`src/rtl/hashctl_pkg.sv`:
```
package hashctl_pkg;
  typedef enum logic [2:0] {
    ST_IDLE,
    ST_LOAD,
    ST_LWAIT,
    ST_XFORM,
    ST_POW,
    ST_STORE
  } seq_state_e;

  // register indices
  localparam int REG_CTRL = 0;
  localparam int REG_SRC  = 1;
  localparam int REG_DST  = 2;
  localparam int REG_MASK = 3;
  localparam int REG_HCNT = 4;
  localparam int REG_TLO  = 5;
  localparam int REG_THI  = 6;

  // control register bit positions
  localparam int CB_FIN    = 0;
  localparam int CB_GO     = 1;
  localparam int CB_POW    = 2;
  localparam int CB_LEN_LO = 8;
endpackage

```
`src/rtl/hashctl_cnt.sv`:
```
module hashctl_cnt #(
  parameter int W = 32
) (
  input  logic         clk,
  input  logic         rst,
  input  logic         clr,
  input  logic         en,
  output logic [W-1:0] q
);
  always_ff @(posedge clk) begin
    if (rst)      q <= '0;
    else if (clr) q <= '0;
    else if (en)  q <= q + W'(1);
  end
endmodule

```
`src/rtl/hashctl_regs.sv`:
```
module hashctl_regs
  import hashctl_pkg::*;
#(
  parameter int DW     = 32,
  parameter int AW     = 3,
  parameter int LEN_W  = 16,
  parameter int TICK_W = 64,
  parameter int HC_W   = 32
) (
  input  logic              clk,
  input  logic              rst,
  input  logic              reg_wr,
  input  logic [AW-1:0]     reg_addr,
  input  logic [DW-1:0]     reg_wdata,
  output logic [DW-1:0]     reg_rdata,
  input  logic              busy,
  input  logic              done,
  input  logic [HC_W-1:0]   hash_cnt,
  input  logic [TICK_W-1:0] tick_cnt,
  output logic              start,
  output logic [LEN_W-1:0]  len,
  output logic              pow_mode,
  output logic [DW-1:0]     src,
  output logic [DW-1:0]     dst,
  output logic [DW-1:0]     mask,
  output logic              finish
);
  logic            ctrl_hit;
  logic            cfg_ok;
  logic [DW-1:0]   ctrl_rd;
  logic [2*DW-1:0] tick_ext;

  assign ctrl_hit = reg_wr && (reg_addr == AW'(REG_CTRL));
  assign cfg_ok   = reg_wr && !busy;
  assign start    = ctrl_hit && reg_wdata[CB_GO] && !busy;
  assign tick_ext = (2*DW)'(tick_cnt);

  always_comb begin
    ctrl_rd                      = '0;
    ctrl_rd[CB_FIN]              = finish;
    ctrl_rd[CB_GO]               = busy;
    ctrl_rd[CB_POW]              = pow_mode;
    ctrl_rd[CB_LEN_LO +: LEN_W]  = len;
  end

  always_ff @(posedge clk) begin
    if (rst) begin
      len       <= '0;
      pow_mode  <= 1'b0;
      src       <= '0;
      dst       <= '0;
      mask      <= '0;
      finish    <= 1'b0;
      reg_rdata <= '0;
    end else begin
      if (cfg_ok && reg_addr == AW'(REG_CTRL)) begin
        len      <= reg_wdata[CB_LEN_LO +: LEN_W];
        pow_mode <= reg_wdata[CB_POW];
      end
      if (cfg_ok && reg_addr == AW'(REG_SRC))  src  <= reg_wdata;
      if (cfg_ok && reg_addr == AW'(REG_DST))  dst  <= reg_wdata;
      if (cfg_ok && reg_addr == AW'(REG_MASK)) mask <= reg_wdata;

      if (done)                            finish <= 1'b1;
      else if (start)                      finish <= 1'b0;
      else if (ctrl_hit && reg_wdata[CB_FIN]) finish <= 1'b0;

      case (reg_addr)
        AW'(REG_CTRL): reg_rdata <= ctrl_rd;
        AW'(REG_SRC):  reg_rdata <= src;
        AW'(REG_DST):  reg_rdata <= dst;
        AW'(REG_MASK): reg_rdata <= mask;
        AW'(REG_HCNT): reg_rdata <= DW'(hash_cnt);
        AW'(REG_TLO):  reg_rdata <= tick_ext[DW-1:0];
        AW'(REG_THI):  reg_rdata <= tick_ext[2*DW-1:DW];
        default:       reg_rdata <= '0;
      endcase
    end
  end
endmodule

```
`src/rtl/hashctl_fsm.sv`:
```
module hashctl_fsm
  import hashctl_pkg::*;
#(
  parameter int MEM_AW      = 32,
  parameter int MEM_DW      = 128,
  parameter int LEN_W       = 16,
  parameter int BLK_TRITS   = 243,
  parameter int WORD_TRITS  = 64,
  parameter int BLK_WORDS   = 4,
  parameter int NONCE_WORDS = 2,
  parameter int SEL_W       = 2
) (
  input  logic              clk,
  input  logic              rst,
  input  logic              start,
  input  logic              pow_mode,
  input  logic [LEN_W-1:0]  len,
  input  logic [MEM_AW-1:0] src,
  input  logic [MEM_AW-1:0] dst,
  output logic              busy,
  output logic              in_pow,
  output logic              done,
  output logic              rd_req,
  output logic [MEM_AW-1:0] rd_addr,
  input  logic              rd_valid,
  input  logic [MEM_DW-1:0] rd_data,
  output logic              eng_load,
  output logic [MEM_DW-1:0] eng_data,
  output logic [LEN_W-1:0]  eng_idx,
  output logic              eng_xf_start,
  input  logic              eng_xf_done,
  output logic              eng_pow_start,
  input  logic              eng_pow_done,
  output logic [SEL_W-1:0]  eng_res_sel,
  input  logic [MEM_DW-1:0] eng_result,
  output logic              wr_req,
  output logic [MEM_AW-1:0] wr_addr,
  output logic [MEM_DW-1:0] wr_data,
  input  logic              wr_ack
);
  localparam int CW = LEN_W + 1;
  localparam int BW = $clog2(BLK_WORDS + 1);

  seq_state_e       st;
  logic [CW-1:0]    used;      // trits already covered
  logic [LEN_W-1:0] nrd;       // words fetched in this job
  logic [BW-1:0]    blkw;      // words fetched in current block
  logic [SEL_W-1:0] wsel;
  logic [SEL_W-1:0] last_sel;
  logic             more;

  assign busy        = (st != ST_IDLE);
  assign in_pow      = (st == ST_POW);
  assign eng_res_sel = wsel;
  assign last_sel    = pow_mode ? SEL_W'(NONCE_WORDS - 1) : SEL_W'(BLK_WORDS - 1);
  assign more        = (used < {1'b0, len});
  assign done        = (st == ST_STORE) && wr_req && wr_ack && (wsel == last_sel);

  always_ff @(posedge clk) begin
    if (rst) begin
      st            <= ST_IDLE;
      used          <= '0;
      nrd           <= '0;
      blkw          <= '0;
      wsel          <= '0;
      rd_req        <= 1'b0;
      rd_addr       <= '0;
      eng_load      <= 1'b0;
      eng_data      <= '0;
      eng_idx       <= '0;
      eng_xf_start  <= 1'b0;
      eng_pow_start <= 1'b0;
      wr_req        <= 1'b0;
      wr_addr       <= '0;
      wr_data       <= '0;
    end else begin
      rd_req        <= 1'b0;
      eng_load      <= 1'b0;
      eng_xf_start  <= 1'b0;
      eng_pow_start <= 1'b0;
      case (st)
        ST_IDLE: if (start) begin
          st   <= ST_LOAD;
          used <= '0;
          nrd  <= '0;
          blkw <= '0;
          wsel <= '0;
        end
        ST_LOAD: begin
          if (pow_mode) begin
            if (more) begin
              rd_req  <= 1'b1;
              rd_addr <= src + MEM_AW'(nrd);
              st      <= ST_LWAIT;
            end else begin
              eng_pow_start <= 1'b1;
              st            <= ST_POW;
            end
          end else if (!more) begin
            st <= ST_STORE;
          end else if (blkw == BW'(BLK_WORDS)) begin
            eng_xf_start <= 1'b1;
            st           <= ST_XFORM;
          end else begin
            rd_req  <= 1'b1;
            rd_addr <= src + MEM_AW'(nrd);
            st      <= ST_LWAIT;
          end
        end
        ST_LWAIT: if (rd_valid) begin
          eng_load <= 1'b1;
          eng_data <= rd_data;
          eng_idx  <= nrd;
          nrd      <= nrd + LEN_W'(1);
          blkw     <= blkw + BW'(1);
          if (pow_mode) used <= used + CW'(WORD_TRITS);
          st       <= ST_LOAD;
        end
        ST_XFORM: if (eng_xf_done) begin
          used <= used + CW'(BLK_TRITS);
          blkw <= '0;
          st   <= ST_LOAD;
        end
        ST_POW: if (eng_pow_done) st <= ST_STORE;
        ST_STORE: begin
          if (!wr_req) begin
            wr_req  <= 1'b1;
            wr_addr <= dst + MEM_AW'(wsel);
            wr_data <= eng_result;
          end else if (wr_ack) begin
            wr_req <= 1'b0;
            wsel   <= wsel + SEL_W'(1);
            if (wsel == last_sel) st <= ST_IDLE;
          end
        end
        default: st <= ST_IDLE;
      endcase
    end
  end
endmodule

```
`src/rtl/hashctl_top.sv`:
```
module hashctl_top #(
  parameter int DW          = 32,
  parameter int AW          = 3,
  parameter int MEM_AW      = 32,
  parameter int MEM_DW      = 128,
  parameter int LEN_W       = 16,
  parameter int BLK_TRITS   = 243,
  parameter int NONCE_TRITS = 81,
  parameter int TICK_W      = 64,
  parameter int HC_W        = 32,
  parameter int SEL_W       = 2
) (
  input  logic              clk,
  input  logic              rst,
  input  logic              reg_wr,
  input  logic [AW-1:0]     reg_addr,
  input  logic [DW-1:0]     reg_wdata,
  output logic [DW-1:0]     reg_rdata,
  output logic              irq,
  output logic              rd_req,
  output logic [MEM_AW-1:0] rd_addr,
  input  logic              rd_valid,
  input  logic [MEM_DW-1:0] rd_data,
  output logic              wr_req,
  output logic [MEM_AW-1:0] wr_addr,
  output logic [MEM_DW-1:0] wr_data,
  input  logic              wr_ack,
  output logic              eng_load,
  output logic [MEM_DW-1:0] eng_data,
  output logic [LEN_W-1:0]  eng_idx,
  output logic              eng_xf_start,
  input  logic              eng_xf_done,
  output logic              eng_pow_start,
  input  logic              eng_pow_done,
  input  logic              eng_hash_inc,
  output logic [DW-1:0]     eng_mask,
  output logic [SEL_W-1:0]  eng_res_sel,
  input  logic [MEM_DW-1:0] eng_result
);
  localparam int WORD_TRITS  = MEM_DW / 2;
  localparam int BLK_WORDS   = (BLK_TRITS + WORD_TRITS - 1) / WORD_TRITS;
  localparam int NONCE_WORDS = (NONCE_TRITS + WORD_TRITS - 1) / WORD_TRITS;

  logic              start_go;
  logic              busy;
  logic              in_pow;
  logic              done;
  logic              pow_mode;
  logic              finish;
  logic [LEN_W-1:0]  len;
  logic [DW-1:0]     src;
  logic [DW-1:0]     dst;
  logic [TICK_W-1:0] tick_cnt;
  logic [HC_W-1:0]   hash_cnt;

  assign irq = finish;

  hashctl_regs #(
    .DW(DW), .AW(AW), .LEN_W(LEN_W), .TICK_W(TICK_W), .HC_W(HC_W)
  ) u_regs (
    .clk(clk), .rst(rst),
    .reg_wr(reg_wr), .reg_addr(reg_addr), .reg_wdata(reg_wdata), .reg_rdata(reg_rdata),
    .busy(busy), .done(done), .hash_cnt(hash_cnt), .tick_cnt(tick_cnt),
    .start(start_go), .len(len), .pow_mode(pow_mode),
    .src(src), .dst(dst), .mask(eng_mask), .finish(finish)
  );

  hashctl_fsm #(
    .MEM_AW(MEM_AW), .MEM_DW(MEM_DW), .LEN_W(LEN_W), .BLK_TRITS(BLK_TRITS),
    .WORD_TRITS(WORD_TRITS), .BLK_WORDS(BLK_WORDS), .NONCE_WORDS(NONCE_WORDS), .SEL_W(SEL_W)
  ) u_fsm (
    .clk(clk), .rst(rst), .start(start_go), .pow_mode(pow_mode), .len(len),
    .src(MEM_AW'(src)), .dst(MEM_AW'(dst)),
    .busy(busy), .in_pow(in_pow), .done(done),
    .rd_req(rd_req), .rd_addr(rd_addr), .rd_valid(rd_valid), .rd_data(rd_data),
    .eng_load(eng_load), .eng_data(eng_data), .eng_idx(eng_idx),
    .eng_xf_start(eng_xf_start), .eng_xf_done(eng_xf_done),
    .eng_pow_start(eng_pow_start), .eng_pow_done(eng_pow_done),
    .eng_res_sel(eng_res_sel), .eng_result(eng_result),
    .wr_req(wr_req), .wr_addr(wr_addr), .wr_data(wr_data), .wr_ack(wr_ack)
  );

  hashctl_cnt #(.W(TICK_W)) u_tick (
    .clk(clk), .rst(rst), .clr(start_go), .en(busy), .q(tick_cnt)
  );

  hashctl_cnt #(.W(HC_W)) u_hash (
    .clk(clk), .rst(rst), .clr(start_go), .en(in_pow && eng_hash_inc), .q(hash_cnt)
  );
endmodule

```
`config.mk`:
```
export PLATFORM = sky130hd
export DESIGN_NAME = hashctl_top
export DESIGN_NICKNAME = d
export VERILOG_FILES = /design/src/rtl/hashctl_pkg.sv /design/src/rtl/hashctl_cnt.sv /design/src/rtl/hashctl_regs.sv /design/src/rtl/hashctl_fsm.sv /design/src/rtl/hashctl_top.sv
export SDC_FILE = /design/constraint.sdc
export NUM_CORES = 1
export LEC_CHECK = 0
export BUFFER_PORTS_ARGS = -buffer_cell sky130_fd_sc_hd__buf_2
export CAP_MARGIN = 20
export CORE_AREA = 3 3 277 279
export CTS_CLUSTER_SIZE = 28
export DETAILED_ROUTE_END_ITERATION = 8
export DIE_AREA = 0 0 280 282
export PLACE_DENSITY_LB_ADDON = 0.1
export SYNTH_ARGS = -nofsm -noshare
export SYNTH_HDL_FRONTEND = slang
export SYNTH_SLANG_ARGS = --single-unit
```
`constraint.sdc`:
```
create_clock -name clk -period 4.5 [get_ports clk]
set_input_delay 0.45 -clock clk [delete_from_list [all_inputs] [get_ports clk]]
set_output_delay 0.45 -clock clk [all_outputs]
set_load 0.02 [all_outputs]
```
==> results of run 1 <==
cell families after synthesis:
| kind of cell | count (synthesis) | share of synthesized area, % |
|---|---|---|
| AND/OR/NAND/NOR | 1423 | 23.3 |
| flip-flops | 624 | 47.3 |
| AO/OA/AOI/OAI | 780 | 17.0 |
| multiplexers | 37 | 1.72 |
| XOR/XNOR | 131 | 4.35 |
| adder cells (fa/ha/maj) | 43 | 2.10 |
| buffers and inverters | 290 | 4.22 |
worst max-delay path, stage by stage, from the launching register on:
cell,delay (ns)
dfxtp_1,0.75
or3_1,0.38
nand3_1,0.20
or2_1,0.34
or4_1,0.78
or4_1,0.54
a21oi_1,0.15
layer usage:
layer / global-route usage, % / vias to the layer above / wire length (um)
met2: 40.3 / 961 / 48200
met4: 8.52 / 28 / 3190
li1: - / 12600 / -
met3: 7.99 / 165 / 9650
met5: 0 / - / 184
met1: 31.7 / 11800 / 43300
area by class of cell:
cell class / instances / area (um2) / share of cell area (%)
well taps: 969 / 1210 / 3.67
flip-flops and latches: 624 / 12500 / 37.8
clock buffers: 104 / 2120 / 6.40
inverters: 63 / 236 / 0.715
diodes: 13 / 32.5 / 0.0984
multi-input cells: 2414 / 12800 / 38.8
clock inverters: 24 / 213 / 0.644
repair buffers: 745 / 3930 / 11.9
where the power goes:
part / leakage, nW / switching [mW] / total, mW / internal, mW
Combinational: 6.74 / 1.37 / 1.98 / 0.608
Sequential: 5.03 / 0.199 / 5.97 / 5.77
Clock: 1.16 / 2.40 / 5.84 / 3.44
path summary, 6_finish.rpt:
kind / cells past startpoint / endpoint / slack [ns]
setup / recovery: 6 / u_tick.q[63] / 1.28
hold / removal: 3 / u_fsm.eng_data[25] / 0.07
setup reg to reg: 6 / u_tick.q[63] / 1.28
hold reg to reg: 2 / u_fsm.eng_data[9] / 0.45
synthesized netlist by cell type, drive strengths merged (11+ instances only):
master  instances  share of area [%]
nor4           15               0.38
nand3          75                1.4
or3            29               0.69
mux2i          24               0.91
a311oi         14               0.46
and4           13               0.44
o21ai          75                1.4
xnor2          58                1.9
clkbuf        204                2.9
nand4          53                1.3
and2           13               0.31
xor2           73                2.4
buf            23               0.42
o31ai          11               0.31
a22oi          61                1.7
a21o           13               0.37
nand2         886                 13
or4            15               0.43
nand2b         21               0.50
nor3           38               0.72
and3           30               0.71
a211oi         41                1.2
ha             41                1.9
a31oi          28               0.66
inv            63               0.90
nor2          204                2.9
a21oi         484                9.2
dfxtp         624                 47
stage by stage:
stage               hold WS [ns]  setup WS [ns]  util, %  instance area, um2  cells
floorplan                  0.446           1.76        -               26400   3328
global placement           0.441           1.36     41.2               30700   4814
detailed placement         0.444           1.25     41.2               30700   4814
global route              0.0549           1.07     44.4               33000   4947
CTS                       0.0340           1.28     44.3               33000   4942
finish                    0.0676           1.28     44.4               33100   4956
==> run_results.csv, run 1 <==
group,metric,value,unit
clocking,cts_root_buf,"clkbuf_16",
worst_setup_path,critPathLaunchType,"flip-flop",
route,vias_per_cell,5.15,
timing,report.final.slew_viol_count,0,
clocking,path_clk_slew,0.06,ns
synth,synthesis.area,26400,um2
timing,tns,0,ns
finish,final_cell_mix,"nand2_1, buf_2, dfxtp_1",
worst_setup_path,r2r_start,"u_fsm.st[2]",
global_route,grt_pass1_vias,23300,
timing,min_period_over_period,71.6,%
route,post_drt_wl_per_cell,21.1,um
finish,syn2layout_area_growth,25.3,%
timing,fmax,311,MHz
finish,reg.largest.list,"u_fsm.eng_data (128), u_fsm.wr_data (128), u_tick.q (64)",
worst_setup_path,path_max_fanout,20,
route,vias,25500,
clocking,cts_max_level,3,
global_route,grt_util_all_layers,25.0,%
clocking,cts.path.max_buffers,3,
worst_setup_path,startpoint,"u_fsm.st[2]",
synth,netlist_instances,3328,
power_and_ir_drop,cellLeakagePower,12.9,nW
clocking,clk-insertion-delay-late,0.62,ns
route,first_pass_iters,6,
worst_hold_path,hp-class,"in -> reg",
synth,synthDistinctLibCells,67,
synth,synthArstFlopShare,0,%
global_route,antenna_found_initial,28,
die,floorplan.initialDensity,35.4,%
worst_setup_path,critPathArrivalTime,3.75,ns
timing,hold_viol_final,0,
timing,period_minus_slack,3.22,ns
timing,fin_skew,0.0340,ns
route,drc,0,
die,die_h,282,um
timing,rsz0062_at_grt,"false",
clocking,cts.sinks,624,
die,die_w,280,um
die,dieArea,79000,um2
synth,ys_ff_latch,624,
placed_design,gp_congestion,0.876,
worst_setup_path,worstSetupPathType,"reg -> reg",
timing,tightestPinTransition,0.957,ns
finish,nFillCells,7717,
timing,relSlewSlack,36.2,%
global_route,grt_start_max_net_pins,158,
worst_setup_path,end_kind,"flip-flop",
die,ios,707,
clocking,ctsResizeCount,0,
worst_setup_path,required,5.03,ns
worst_hold_path,hp-start,"rd_data[25]",
global_route,overflow,0,
global_route,grt_pass1_wl,151000,um
synth,yosysWarnings,0,
synth,yosys_most_used_dff,"dfxtp_1",
synth,ys_seq_area_share,47.3,%
timing,setup_viol,0,
route,wl,104000,um
synth,synth_edf_count,0,
die,rows,100,
finish,drive_above_1_share,22.4,%
placed_design,hpwl,77300,um
clocking,cts-buffers-inserted,73,
run_status,status,"finished clean",
power_and_ir_drop,powerDensity,417,nW/um2
finish,finalNetCount,4263,
power_and_ir_drop,ir_worst_vdd,0.253,mV
clocking,cts_hold_buf,0,
clocking,post-cts-setup-buffers,0,
power_and_ir_drop,power,13.8,mW
synth,synth_nets,3670,
route,antenna_left,0,
job,cap_violations,0,
placed_design,portBuffers,706,
route,drt-initial-drc-count,2053,
synth,postSynthAreaPerCell,7.93,um2
finish,final_common_cell,"nand2_1",
die,design.core.area,74400,um2
clocking,cts_tree,"built",
(Power assumes the default switching activity.)
==> run 2, diff against run 1 <==
==> constraint.sdc (replaced) <==
create_clock -name clk -period 3.1 [get_ports clk]
set_input_delay 0.31 -clock clk [delete_from_list [all_inputs] [get_ports clk]]
set_output_delay 0.31 -clock clk [all_outputs]
set_load 0.02 [all_outputs]
==> run 2 against run 1 <==
Compared with the run above:
- count of clock-buffer cells in the layout rose by 7
- clock power rose by 46%
- global-route usage rose by 1.2 points
- via count rose by 5.8%
- critical path depth rose by 3
- non-clock buffer count rose by 345
- design area rose by 10%
==> run_results.csv, run 2 (synthesis gave the netlist of run 1 again) <==
group,metric,value,unit
run_status,status,"finished clean",
worst_setup_path,critPathLaunchType,"flip-flop",
worst_setup_path,r2r_cells,9,
global_route,grt_pass1_vias,25300,
global_route,grt_pass1_wl,160000,um
power_and_ir_drop,powerDensity,564,nW/um2
timing,report.final.slew_viol_count,0,
worst_setup_path,r2r-end,"u_fsm.rd_addr[22]",
worst_setup_path,end_kind,"flip-flop",
route,drt-initial-drc-count,2172,
placed_design,numPlacedInstances,4883,
finish,finalInstanceArea,36400,um2
finish,finalNonFillerCells,5296,
power_and_ir_drop,ir_worst_vdd,0.393,mV
die,ios,707,
route,wl_met1,46800,um
placed_design,hpwl,80300,um
finish,nFillCells,7387,
global_route,antenna_found_initial,10,
timing,relSlewSlack,34.8,%
finish,finalNetCount,4608,
timing,rsz0062_at_grt,"false",
job,cap_violations,0,
timing,min_period_over_period,90.9,%
placed_design,placed_area,31300,um2
worst_hold_path,hp-start,"eng_result[124]",
route,wl_met3,7880,um
worst_hold_path,holdPathStages,3,
finish,multiInputGateArea,12800,um2
route,drc,0,
clocking,cts.path.max_buffers,3,
clocking,cts.sinks,624,
placed_design,gp_congestion,0.930,
timing,period_minus_slack,2.82,ns
timing,setup_viol,0,
worst_setup_path,critPathArrivalTime,3.34,ns
finish,seq_area,12500,um2
clocking,clk-insertion-delay-late,0.63,ns
global_route,grt_start_max_net_pins,163,
route,wl,109000,um
route,first_pass_iters,9,
clocking,cts-buffers-inserted,73,
die,design.core.area,74400,um2
route,antenna_left,0,
timing,holdWs,0.0180,ns
worst_setup_path,r2r_start,"u_regs.src[0]",
finish,reg.largest.list,"u_fsm.eng_data (128), u_fsm.wr_data (128), u_tick.q (64)",
worst_setup_path,path_max_fanout,13,
worst_setup_path,rrSetupSlack,0.28,ns
timing,hold_viol_final,0,
power_and_ir_drop,cellLeakagePower,14.5,nW
timing,fmax,355,MHz
die,die_w,280,um
finish,syn2layout_area_growth,38.1,%
route,wl_met2,50200,um
route,post_drt_wl_per_cell,20.6,um
finish,drive_above_1_share,22.1,%
route,vias_per_cell,5.10,
worst_setup_path,required,3.62,ns
clocking,post-cts-setup-buffers,0,
route,vias,27000,
timing,tightestPinTransition,0.977,ns
route,top_layer,"met5",
clocking,path_clk_slew,0.05,ns
clocking,cts_root_buf,"clkbuf_16",
worst_setup_path,worstSetupPathType,"reg -> reg",
global_route,overflow,0,
worst_hold_path,whs_endpoint,"u_fsm.wr_data[124]",
finish,final_util,48.9,%
clocking,cts_tree,"built",
die,dieArea,79000,um2
placed_design,portBuffers,706,
die,rows,100,
die,floorplan.initialDensity,35.4,%
timing,fin_skew,0.0260,ns
global_route,grt_util_all_layers,26.2,%
clocking,cts_max_level,3,
worst_hold_path,hp-class,"in -> reg",
finish,final_common_cell,"nand2_1",
die,die_h,282,um
finish,final_cell_mix,"nand2_1, buf_2, dfxtp_1",
timing,tns,0,ns
==> run 2: final cells by class <==
cell class | count | area share, %
tap | 969 | 3.33
timing repair buffer | 1090 | 20.1
inverter | 63 | 0.649
antenna | 7 | 0.0481
multi-input combinational | 2414 | 35.2
sequential | 624 | 34.3
clock buffer | 111 | 5.91
clock inverter | 18 | 0.512
==> run 2: how the worst max path moves through the flow <==
stage                              endpoint     startpoint  slack, ns  cells after the start
final                     u_fsm.rd_addr[22]  u_regs.src[0]       0.28                      9
after CTS                 u_fsm.rd_addr[31]  u_regs.len[6]       0.19                      9
after floorplan           u_fsm.rd_addr[28]   u_fsm.nrd[0]       0.36                     10
after global routing      u_fsm.rd_addr[22]  u_regs.src[0]       0.08                      9
after global placement    u_fsm.rd_addr[30]  u_regs.len[6]       0.25                      9
after detailed placement  u_fsm.rd_addr[30]  u_regs.len[6]       0.20                      9
==> run 2: worst max-delay path, cell delays in order (launching register included) <==
cell      delay [ns]
dfxtp_1         0.35
ha_1            0.20
inv_1           0.07
fa_1            0.38
nand2b_1        0.19
a21oi_1         0.18
o311ai_0        0.18
a41o_1          0.42
or4_1           0.51
a311oi_1        0.25
==> run 2: power breakdown <==
part	internal, mW	switching, mW
sequential	8.37	0.228
clock	4.97	3.54
combinational	1.23	2.21
total	14.6	5.98
==> run 2: what timing repair did <==
item,4_1_cts,5_1_grt
endpoints found under the setup margin,0,2
resized for setup,0,1
hold endpoints to repair,338,0
hold buffers,277,0
==> run 2: routing by layer <==
layer | vias up | global-route usage, %
met3 | 174 | 5.71
met4 | 6 | 9.65
met1 | 12600 | 34.5
met2 | 993 | 42.2
met5 | - | 0
li1 | 13300 | -
==> run 2: metrics by stage <==
stage / worst slack, ns / power, mW
after global routing: 0.0846 / 21.4
after detailed placement: 0.203 / 11.9
after global placement: 0.245 / 11.9
final: 0.281 / 20.6
after floorplan: 0.360 / 10.5
after CTS: 0.189 / 20.7
